<file path="src/rtl/sdag_pkg.sv">
package sdag_pkg;
  typedef enum logic {
    DIR_FROM_MAIN = 1'b0,
    DIR_TO_MAIN   = 1'b1
  } sdag_dir_e;
endpackage

</file>
<file path="src/rtl/sdag_count.sv">
module sdag_count #(
  parameter int CNT_W = 16
) (
  input  logic             clk_i,
  input  logic             rst_ni,
  input  logic             load_i,
  input  logic [CNT_W-1:0] total_i,
  input  logic [CNT_W-1:0] xfer_i,
  input  logic             step_i,
  output logic             last_o,
  output logic             chunk_end_o
);
  localparam logic [CNT_W-1:0] ONE = CNT_W'(1);

  logic [CNT_W-1:0] rem_q, chunk_q, len_q;
  logic [CNT_W-1:0] len_d;

  // zero chunk length means one chunk for the whole block
  assign len_d = (xfer_i == '0) ? total_i : xfer_i;

  always_ff @(posedge clk_i or negedge rst_ni) begin
    if (!rst_ni) begin
      rem_q   <= '0;
      chunk_q <= '0;
      len_q   <= '0;
    end else if (load_i) begin
      rem_q   <= total_i;
      chunk_q <= len_d;
      len_q   <= len_d;
    end else if (step_i) begin
      rem_q   <= rem_q - ONE;
      chunk_q <= (chunk_q == ONE) ? len_q : chunk_q - ONE;
    end
  end

  assign last_o      = (rem_q == ONE);
  assign chunk_end_o = (chunk_q == ONE);

  // an open block always has a chunk in progress
  a_r6_chunk_live: assert property (@(posedge clk_i) disable iff (!rst_ni)
    (rem_q != '0) |-> (chunk_q != '0));
  // each step consumes exactly one quadword
  a_r2_rem_step: assert property (@(posedge clk_i) disable iff (!rst_ni)
    (step_i && !load_i && rem_q != '0) |=> (rem_q == $past(rem_q) - ONE));
endmodule

</file>
<file path="src/rtl/sdag_addr.sv">
module sdag_addr #(
  parameter int ADDR_W = 32,
  parameter int CNT_W  = 16
) (
  input  logic              clk_i,
  input  logic              rst_ni,
  input  logic              load_i,
  input  logic [ADDR_W-1:0] main_i,
  input  logic [ADDR_W-1:0] spad_i,
  input  logic [CNT_W-1:0]  skip_i,
  input  logic              step_i,
  input  logic              chunk_end_i,
  output logic [ADDR_W-1:0] main_o,
  output logic [ADDR_W-1:0] spad_o
);
  localparam int QW_W = ADDR_W - 4;
  localparam logic [QW_W-1:0] QW_ONE = QW_W'(1);

  logic [QW_W-1:0]  main_q, spad_q;
  logic [CNT_W-1:0] skip_q;
  logic [QW_W-1:0]  main_inc;

  assign main_inc = chunk_end_i ? (QW_W'(skip_q) + QW_ONE) : QW_ONE;

  always_ff @(posedge clk_i or negedge rst_ni) begin
    if (!rst_ni) begin
      main_q <= '0;
      spad_q <= '0;
      skip_q <= '0;
    end else if (load_i) begin
      main_q <= main_i[ADDR_W-1:4];
      spad_q <= spad_i[ADDR_W-1:4];
      skip_q <= skip_i;
    end else if (step_i) begin
      main_q <= main_q + main_inc;
      spad_q <= spad_q + QW_ONE;
    end
  end

  assign main_o = {main_q, 4'b0000};
  assign spad_o = {spad_q, 4'b0000};

  // inside a chunk the strided side moves one quadword
  a_r4_in_chunk: assert property (@(posedge clk_i) disable iff (!rst_ni)
    (step_i && !load_i && !chunk_end_i) |=> (main_o == $past(main_o) + ADDR_W'(16)));
  // scratchpad side stays contiguous
  a_r3_spad_contig: assert property (@(posedge clk_i) disable iff (!rst_ni)
    (step_i && !load_i) |=> (spad_o == $past(spad_o) + ADDR_W'(16)));
endmodule

</file>
<file path="src/rtl/stride_dma_agen.sv">
module stride_dma_agen #(
  parameter int ADDR_W = 32,
  parameter int CNT_W  = 16
) (
  input  logic              clk_i,
  input  logic              rst_ni,
  input  logic              start_i,
  input  logic              dir_i,
  input  logic [CNT_W-1:0]  total_qw_i,
  input  logic [CNT_W-1:0]  xfer_qw_i,
  input  logic [CNT_W-1:0]  skip_qw_i,
  input  logic [ADDR_W-1:0] main_addr_i,
  input  logic [ADDR_W-1:0] spad_addr_i,
  output logic              busy_o,
  output logic              beat_valid_o,
  input  logic              beat_ready_i,
  output logic [ADDR_W-1:0] src_addr_o,
  output logic [ADDR_W-1:0] dst_addr_o,
  output logic              done_o
);
  import sdag_pkg::*;

  logic      busy_q, done_q;
  sdag_dir_e dir_q;
  logic      accept, load, fire, last, chunk_end;
  logic [ADDR_W-1:0] main_a, spad_a;

  assign accept = start_i && !busy_q;
  assign load   = accept && (total_qw_i != '0);
  assign fire   = busy_q && beat_ready_i;

  always_ff @(posedge clk_i or negedge rst_ni) begin
    if (!rst_ni) begin
      busy_q <= 1'b0;
      done_q <= 1'b0;
      dir_q  <= DIR_FROM_MAIN;
    end else begin
      done_q <= (accept && (total_qw_i == '0)) || (fire && last);
      if (load) begin
        busy_q <= 1'b1;
        dir_q  <= sdag_dir_e'(dir_i);
      end else if (fire && last) begin
        busy_q <= 1'b0;
      end
    end
  end

  sdag_count #(.CNT_W(CNT_W)) u_count (
    .clk_i       (clk_i),
    .rst_ni      (rst_ni),
    .load_i      (load),
    .total_i     (total_qw_i),
    .xfer_i      (xfer_qw_i),
    .step_i      (fire),
    .last_o      (last),
    .chunk_end_o (chunk_end)
  );

  sdag_addr #(.ADDR_W(ADDR_W), .CNT_W(CNT_W)) u_addr (
    .clk_i       (clk_i),
    .rst_ni      (rst_ni),
    .load_i      (load),
    .main_i      (main_addr_i),
    .spad_i      (spad_addr_i),
    .skip_i      (skip_qw_i),
    .step_i      (fire),
    .chunk_end_i (chunk_end),
    .main_o      (main_a),
    .spad_o      (spad_a)
  );

  assign busy_o       = busy_q;
  assign beat_valid_o = busy_q;
  assign done_o       = done_q;
  assign src_addr_o   = (dir_q == DIR_TO_MAIN) ? spad_a : main_a;
  assign dst_addr_o   = (dir_q == DIR_TO_MAIN) ? main_a : spad_a;

  // stalled beat is held
  a_r7_hold: assert property (@(posedge clk_i) disable iff (!rst_ni)
    (beat_valid_o && !beat_ready_i) |=>
      (beat_valid_o && $stable(src_addr_o) && $stable(dst_addr_o)));
  // done is a single-cycle pulse with no beat alongside
  a_r2_done_pulse: assert property (@(posedge clk_i) disable iff (!rst_ni)
    done_o |=> !done_o);
  a_r2_done_idle: assert property (@(posedge clk_i) disable iff (!rst_ni)
    done_o |-> !beat_valid_o);
  // start while busy leaves the addresses alone
  a_r10_busy_start: assert property (@(posedge clk_i) disable iff (!rst_ni)
    (busy_o && start_i && !beat_ready_i) |=> $stable(src_addr_o));
  // quadword alignment
  a_r11_align: assert property (@(posedge clk_i) disable iff (!rst_ni)
    (src_addr_o[3:0] == 4'h0) && (dst_addr_o[3:0] == 4'h0));
endmodule

</file>
<file path="config.mk">
export PLATFORM = sky130hd
export DESIGN_NAME = stride_dma_agen
export DESIGN_NICKNAME = d
export VERILOG_FILES = /design/src/rtl/sdag_pkg.sv /design/src/rtl/sdag_count.sv /design/src/rtl/sdag_addr.sv /design/src/rtl/stride_dma_agen.sv
export SDC_FILE = /design/constraint.sdc
export NUM_CORES = 1
export LEC_CHECK = 0
export BUFFER_PORTS_ARGS = -buffer_cell sky130_fd_sc_hd__buf_2
export CAP_MARGIN = 5
export CORE_AREA = 2 2 141 143
export CTS_CLUSTER_DIAMETER = 150
export DETAILED_ROUTE_END_ITERATION = 8
export DIE_AREA = 0 0 143 145
export PLACE_DENSITY = 0.67
export SETUP_SLACK_MARGIN = 0.4
export SLEW_MARGIN = 30
export SYNTH_ARGS = -nofsm -noshare
export SYNTH_HDL_FRONTEND = slang
export SYNTH_HIERARCHICAL = 1
export SYNTH_SLANG_ARGS = --single-unit
</file>
<file path="constraint.sdc">
create_clock -name clk_i -period 11.4 [get_ports clk_i]
set_input_delay 2.28 -clock clk_i [delete_from_list [all_inputs] [get_ports clk_i]]
set_output_delay 2.28 -clock clk_i [all_outputs]
set_load 0.05 [all_outputs]
</file>
==> flow_metrics.env, run 1 <==
export IMPL_status="complete, no violations"
export IMPL_startpoint_type="register"
export IMPL_die_h_um=145
export IMPL_synthMuxAreaShare_pct=11.9
export IMPL_syn_to_final_growth_pct=19.9
export IMPL_syn_area_um2=8550
export IMPL_antenna_found_initial=2
export IMPL_vias_per_cell=5.55
export IMPL_max_slew_margin_pct=42.2
export IMPL_drc=0
export IMPL_period_needed_ps=5110
export IMPL_arrival_ps=5400
export IMPL_ys_seq_area_share_pct=36.0
export IMPL_clockRootBuffer="clkbuf_16"
export IMPL_synthAdderAreaFrac_pct=3.60
export IMPL_drt_iter0_drc=530
export IMPL_cts_buffer_depth=2
export IMPL_hold_end="u_count/len_q[2]"
export IMPL_synth_compound_area_share_pct=17.8
export IMPL_seqPwrFrac_pct=29.9
export IMPL_holdWs_ps=485
export IMPL_fin_setup_tns_ps=0
export IMPL_grt_start_max_net_pins=213
export IMPL_crit_fanout=28
export IMPL_dieArea_um2=20700
export IMPL_pwr_share_comb_pct=46.5
export IMPL_yosysTopAreaCell="dfrtp_1"
export IMPL_cts_buffers=17
export IMPL_hold_violations=0
export IMPL_port_buffers=167
export IMPL_grt_pass1_vias=7327
export IMPL_ys_ff_latch=123
export IMPL_cts_hold_buf=0
export IMPL_slowest_delay_ps=600
export IMPL_rrSetupSlack_ps=6290
export IMPL_hold_depth=1
export IMPL_worstSkewPairLatency_ps=420
export IMPL_placementRows=51
export IMPL_start_util_pct=44.5
export IMPL_p_leak_nw=4.26
export IMPL_syn_mean_instance_area_um2=9.01
export IMPL_tightest_slew_ps=868
export IMPL_post_dp_hpwl_um=16600
export IMPL_cp_end_kind="register"
export IMPL_async_flop_share_pct=100
export IMPL_grt_pass1_wl_um=37700
export IMPL_r2r_start="u_count/chunk_q[8]"
export IMPL_p_sw_mw=1.27
export IMPL_ios=184
export IMPL_synth_cell_types=78
export IMPL_pwr_share_clk_pct=23.6
export IMPL_wl_um=23400
export IMPL_synth_cells=948
export IMPL_cpMaxStageDelayCell="inv_1"
export IMPL_period_share_pct=44.8
export IMPL_final_setup_viol_count=0
export IMPL_fp_coreArea_um2=19200
export IMPL_vias=7612
export IMPL_fillers=1783
export IMPL_gp_congestion=0.864
export IMPL_criticalPathCategory="register to register"
export IMPL_ff_latch_area_um2=3080
export IMPL_drv_slew=0
export IMPL_cts_setup_buffers=0
export IMPL_reg2reg_to="u_addr/main_q[10]"
export IMPL_synth_edf_count=0
export IMPL_p_sw_share_pct=45.9
export IMPL_reg2reg_depth=13
export IMPL_rsz0062_at_grt="false"
export IMPL_crit_chain="nor4_1 > nand3_1 > or2_2 > inv_1 > nand2_1 > ha_1 > fa_1 > a21o_1 > a221oi_2 > o21a_1 > o21ai_0 > mux2i_1 > a221o_1"
export IMPL_p_int_mw=1.50
export IMPL_required_ps=11690
export IMPL_synthFlopType="dfrtp_1"
export IMPL_htreeDepth=4
export IMPL_die_w_um=143
export IMPL_multiInputGateArea_um2=5130
export IMPL_ant_nets=0
export IMPL_nets=1232
export IMPL_wire_per_inst_um=17.0
export IMPL_grt_overflow_total=0
export IMPL_p_per_area_nw_per_um2=270
export IMPL_path_clk_slew_ps=60
export IMPL_min_from="u_count/len_q[2]"
export IMPL_maxCapViolations=0
export IMPL_drt_pass1_iter_count=5
export IMPL_ys_warn_count=6
export IMPL_fmax_mhz=196
export IMPL_grt_usage_pct=22.6
export IMPL_finalClockSkew_ps=7.72
export IMPL_synth_common_cells="dfrtp_1, nand2_1, mux2_2, nor2_1, o21ai_0"
export IMPL_ir_worst_vdd_mv=0.130
export IMPL_cts_sinks=123
export IMPL_synth_xor_area_share_pct=7.17
export IMPL_synth_top_family_by_area="simple AND/OR/NAND/NOR gates"
export IMPL_hold_path_class="register to register"
export IMPL_post_synth_top_area_fraction_pct=36.0
export IMPL_cts_tree="yes"
export IMPL_layout_drive_gt1_share_pct=26.5
export IMPL_synth_area_leaders="dfrtp_1, mux2_2, xnor2_1"
export IMPL_cts_resized=0
export IMPL_synth_simple_area_share_pct=19.2
export IMPL_synth_most_common_cell="dfrtp_1"
through the flow:
stage               util (%)  setup slack (ps)  cells  cell area [µm²]  power (mW)
floorplan                  -              7450    955             8570        1.84
global placement        49.7              6410   1337             9540        2.08
detailed placement      49.7              6370   1337             9540        2.11
CTS                     53.3              6350   1369            10200        2.77
global route            53.4              6060   1371            10200        2.92
finish                  53.4              6290   1371            10200        2.77
critical path, delay by kind of cell (launching register included):
| kind | cells | cell delay [ps] |
|---|---|---|
| adders and majority gates | 2 | 650 |
| DFF | 1 | 410 |
| AOI/OAI and AO/OA | 5 | 1430 |
| and+or+nand+nor | 4 | 1750 |
| buffers and inverters | 1 | 600 |
| muxes | 1 | 140 |
metal layers:
layer | GRT usage, % | wire length, µm
met5 | 0 | 0
met4 | 7.62 | 524
met3 | 3.70 | 1060
met2 | 35.9 | 10700
met1 | 31.2 | 11000
power by group through the flow:
| stage | Sequential [mW] | Clock [mW] | Combinational, mW |
|---|---|---|---|
| 4_1_cts | 0.823 | 0.663 | 1.29 |
| 3_3_place_gp | 0.818 | 0 | 1.26 |
| 5_1_grt | 0.855 | 0.681 | 1.38 |
| 2_1_floorplan | 0.765 | 0 | 1.07 |
| 3_5_place_dp | 0.827 | 0 | 1.28 |
| 6_report | 0.826 | 0.653 | 1.29 |
worst max-delay path by stage:
stage                             from           endpoint  slack, ps  cells after the start
floorplan                 beat_ready_i   u_count/rem_q[9]       7450                      7
global placement    u_count/chunk_q[9]  u_addr/main_q[10]       6410                     13
detailed placement  u_count/chunk_q[8]  u_addr/main_q[10]       6370                     13
CTS                 u_count/chunk_q[8]  u_addr/main_q[10]       6350                     13
global route        u_count/chunk_q[8]  u_addr/main_q[27]       6060                     12
finish              u_count/chunk_q[8]  u_addr/main_q[10]       6290                     13
cell families after synthesis:
logic type	count (synthesis)
AOI/OAI and AO/OA	237
xor gates and xnor gates	70
adders and majority gates	24
buffers and inverters	82
DFF	123
muxes	91
other	1
and+or+nand+nor	320
final cells by class:
cell class	count	area share [%]
sequential	123	30.0
tap	265	3.24
clock buffer	19	4.32
inverter	26	0.952
timing repair buffer	173	8.74
clock inverter	13	2.55
antenna	2	0.0488
multi-input combinational	750	50.1
cell usage in the layout (no fill, tap or decap), drive strengths merged, types with 5 or more instances in the layout:
cell / instances
a22oi: 6
mux2: 81
mux2i: 10
xnor2: 45
or4: 5
a211oi: 15
o21ai: 90
a21oi: 44
a31oi: 12
and4: 5
clkbuf: 19
conb: 8
inv: 29
o211ai: 5
nor2: 59
buf: 173
nand2: 104
dfrtp: 123
o21a: 7
nor2b: 8
nor3: 30
bufinv: 7
ha: 23
nor4: 17
a21o: 14
and2: 12
nand2b: 6
nand3: 27
nand4: 16
or3: 16
xor2: 25
flip-flops by register name, indices dropped and copies added (netlist names):
name / count
u_addr/main_q: 28
u_addr/spad_q: 28
u_addr/skip_q: 16
u_count/chunk_q: 16
u_count/len_q: 16
u_count/rem_q: 16
beat_valid_o: 1
dir_q: 1
done_o: 1
Note: power is estimated with default switching activity, not from simulation.
==> run 2: changes to the inputs <==
==> constraint.sdc (replaced) <==
create_clock -name clk_i -period 4.8 [get_ports clk_i]
set_input_delay 0.96 -clock clk_i [delete_from_list [all_inputs] [get_ports clk_i]]
set_output_delay 0.96 -clock clk_i [all_outputs]
set_load 0.05 [all_outputs]
==> flow_metrics.env, run 2 (synthesis gave the netlist of run 1 again) <==
export IMPL_status="complete, no violations"
export IMPL_ant_nets=0
export IMPL_grt_usage_pct=22.2
export IMPL_cts_sinks=123
export IMPL_nets=1237
export IMPL_fin_setup_tns_ps=0
export IMPL_port_buffers=167
export IMPL_period_share_pct=85.4
export IMPL_r2r_start="u_count/chunk_q[8]"
export IMPL_p_leak_nw=4.24
export IMPL_maxCapViolations=0
export IMPL_die_w_um=143
export IMPL_grt_pass1_wl_um=36800
export IMPL_die_h_um=145
export IMPL_placementRows=51
export IMPL_grt_pass1_vias=7117
export IMPL_finish_instance_area_um2=10200
export IMPL_hold_violations=0
export IMPL_crit_top_cell="buf_4"
export IMPL_gp_congestion=0.907
export IMPL_clockRootBuffer="clkbuf_16"
export IMPL_final_cells=1377
export IMPL_hold_path_class="register to register"
export IMPL_period_needed_ps=4100
export IMPL_p_int_mw=3.39
export IMPL_cp_end_kind="register"
export IMPL_final_util_pct=53.2
export IMPL_cts_buffer_depth=2
export IMPL_reg2reg_to="u_addr/main_q[24]"
export IMPL_layout_common_cells="buf_2, dfrtp_1, nand2_1, mux2_2"
export IMPL_required_ps=5140
export IMPL_post_dp_hpwl_um=16500
export IMPL_pwr_share_clk_pct=21.2
export IMPL_rrSetupSlack_ps=700
export IMPL_drt_iter0_drc=625
export IMPL_p_sw_share_pct=46.6
export IMPL_start_util_pct=44.5
export IMPL_final_common_cell="buf_2"
export IMPL_vias_per_cell=5.60
export IMPL_grt_start_max_net_pins=213
export IMPL_p_sw_mw=2.96
export IMPL_ir_worst_vdd_mv=0.279
export IMPL_dp_cells=1342
export IMPL_cts_hold_buf=0
export IMPL_tightest_slew_ps=881
export IMPL_rsz0062_at_grt="false"
export IMPL_ios=184
export IMPL_worstSkewPairLatency_ps=420
export IMPL_wl_um=23000
export IMPL_drv_slew=0
export IMPL_p_per_area_nw_per_um2=621
export IMPL_arrival_ps=4440
export IMPL_crit_chain="nor4_1 > buf_4 > nand3_1 > or2_2 > clkinvlp_4 > buf_4 > a21boi_1 > ha_2 > nand4_1 > or3_4 > o211ai_2 > o21ai_2 > or4_1 > a31oi_1"
export IMPL_setup_worst_path_start="u_count/chunk_q[8]"
export IMPL_pwr_share_comb_pct=47.0
export IMPL_drc=0
export IMPL_vias=7713
export IMPL_min_from="u_count/len_q[2]"
export IMPL_seqPwrFrac_pct=31.8
export IMPL_holdWs_ps=481
export IMPL_placed_area_um2=9590
export IMPL_syn_to_final_growth_pct=19.6
export IMPL_fp_coreArea_um2=19200
export IMPL_cpMaxStageDelayCell="or4_1"
export IMPL_criticalPathCategory="register to register"
export IMPL_reg2reg_depth=14
export IMPL_final_setup_viol_count=0
export IMPL_top_regs="u_addr/main_q x28, u_addr/spad_q x28"
export IMPL_fmax_mhz=244
export IMPL_layout_drive_gt1_share_pct=26.9
export IMPL_finalClockSkew_ps=6.61
export IMPL_slowest_delay_ps=510
export IMPL_cts_buffers=17
export IMPL_max_slew_margin_pct=40.7
export IMPL_hold_end="u_count/len_q[2]"
export IMPL_wire_per_inst_um=16.7
export IMPL_hold_depth=1
export IMPL_drt_pass1_iter_count=5
export IMPL_path_clk_slew_ps=50
export IMPL_htreeDepth=4
export IMPL_dieArea_um2=20700
export IMPL_antenna_found_initial=2
export IMPL_crit_fanout=16
export IMPL_grt_overflow_total=0
export IMPL_startpoint_type="register"
export IMPL_cts_tree="yes"
[run 2: cell types whose count changed in the layout (fill, tap and decap cells not counted), sizes merged]
cell / previous run / this run
clkinvlp: 1 / 2
inv: 29 / 25
clkinv: 2 / 3
clkbuf: 19 / 24
diode: 2 / 4
buf: 173 / 178
bufinv: 7 / 3
[run 2: how the worst max path moves through the flow]
stage | endpoint | cells past startpoint
after floorplan | u_addr/main_q[10] | 15
after global placement | u_addr/main_q[24] | 13
after detailed placement | u_addr/main_q[24] | 13
after CTS | u_addr/main_q[24] | 13
after global routing | u_addr/main_q[24] | 14
final | u_addr/main_q[24] | 14
[run 2: final cells by class]
type	count	area (µm²)
clock inverter	7	113
clock buffer	24	502
timing repair buffer	178	946
inverter	26	101
fill	1796	8980
antenna	4	10.0
multi-input combinational	750	5140
tap	265	332
sequential	123	3080
[run 2: layer usage]
| layer | up-vias | track usage, % | routed length, µm |
|---|---|---|---|
| met1 | 3708 | 31.1 | 10700 |
| met5 | - | 0 | 0 |
| met3 | 27 | 4.22 | 1270 |
| met4 | 0 | 7.33 | 425 |
| li1 | 3743 | - | - |
| met2 | 235 | 34.5 | 10700 |
[run 2: critical path: cells and delay by family (launching register included)]
family	cells	cell delay (ps)
adder cells (fa/ha/maj)	1	280
flip-flops	1	410
buffers and inverters	3	610
AND/OR/NAND/NOR	6	1880
AO/OA/AOI/OAI	4	830
[run 2: through the flow]
| stage | setup slack (ps) | total power [mW] |
|---|---|---|
| CTS | 617 | 6.37 |
| floorplan | 999 | 4.36 |
| detailed placement | 635 | 4.99 |
| global route | 435 | 6.71 |
| global placement | 740 | 4.94 |
| finish | 702 | 6.35 |
[run 2: what timing repair did]
item,4_1_cts,5_1_grt
resized for setup,0,2
endpoints found under the setup margin,0,1
buffers inserted,0,0
[run 2: power by group through the flow]
| stage | logic [mW] | registers [mW] | clock network, mW |
|---|---|---|---|
| global placement | 2.94 | 2.00 | 0 |
| global route | 3.19 | 2.09 | 1.42 |
| detailed placement | 2.97 | 2.02 | 0 |
| finish | 2.98 | 2.02 | 1.34 |
| floorplan | 2.54 | 1.82 | 0 |
| CTS | 2.99 | 2.01 | 1.38 |
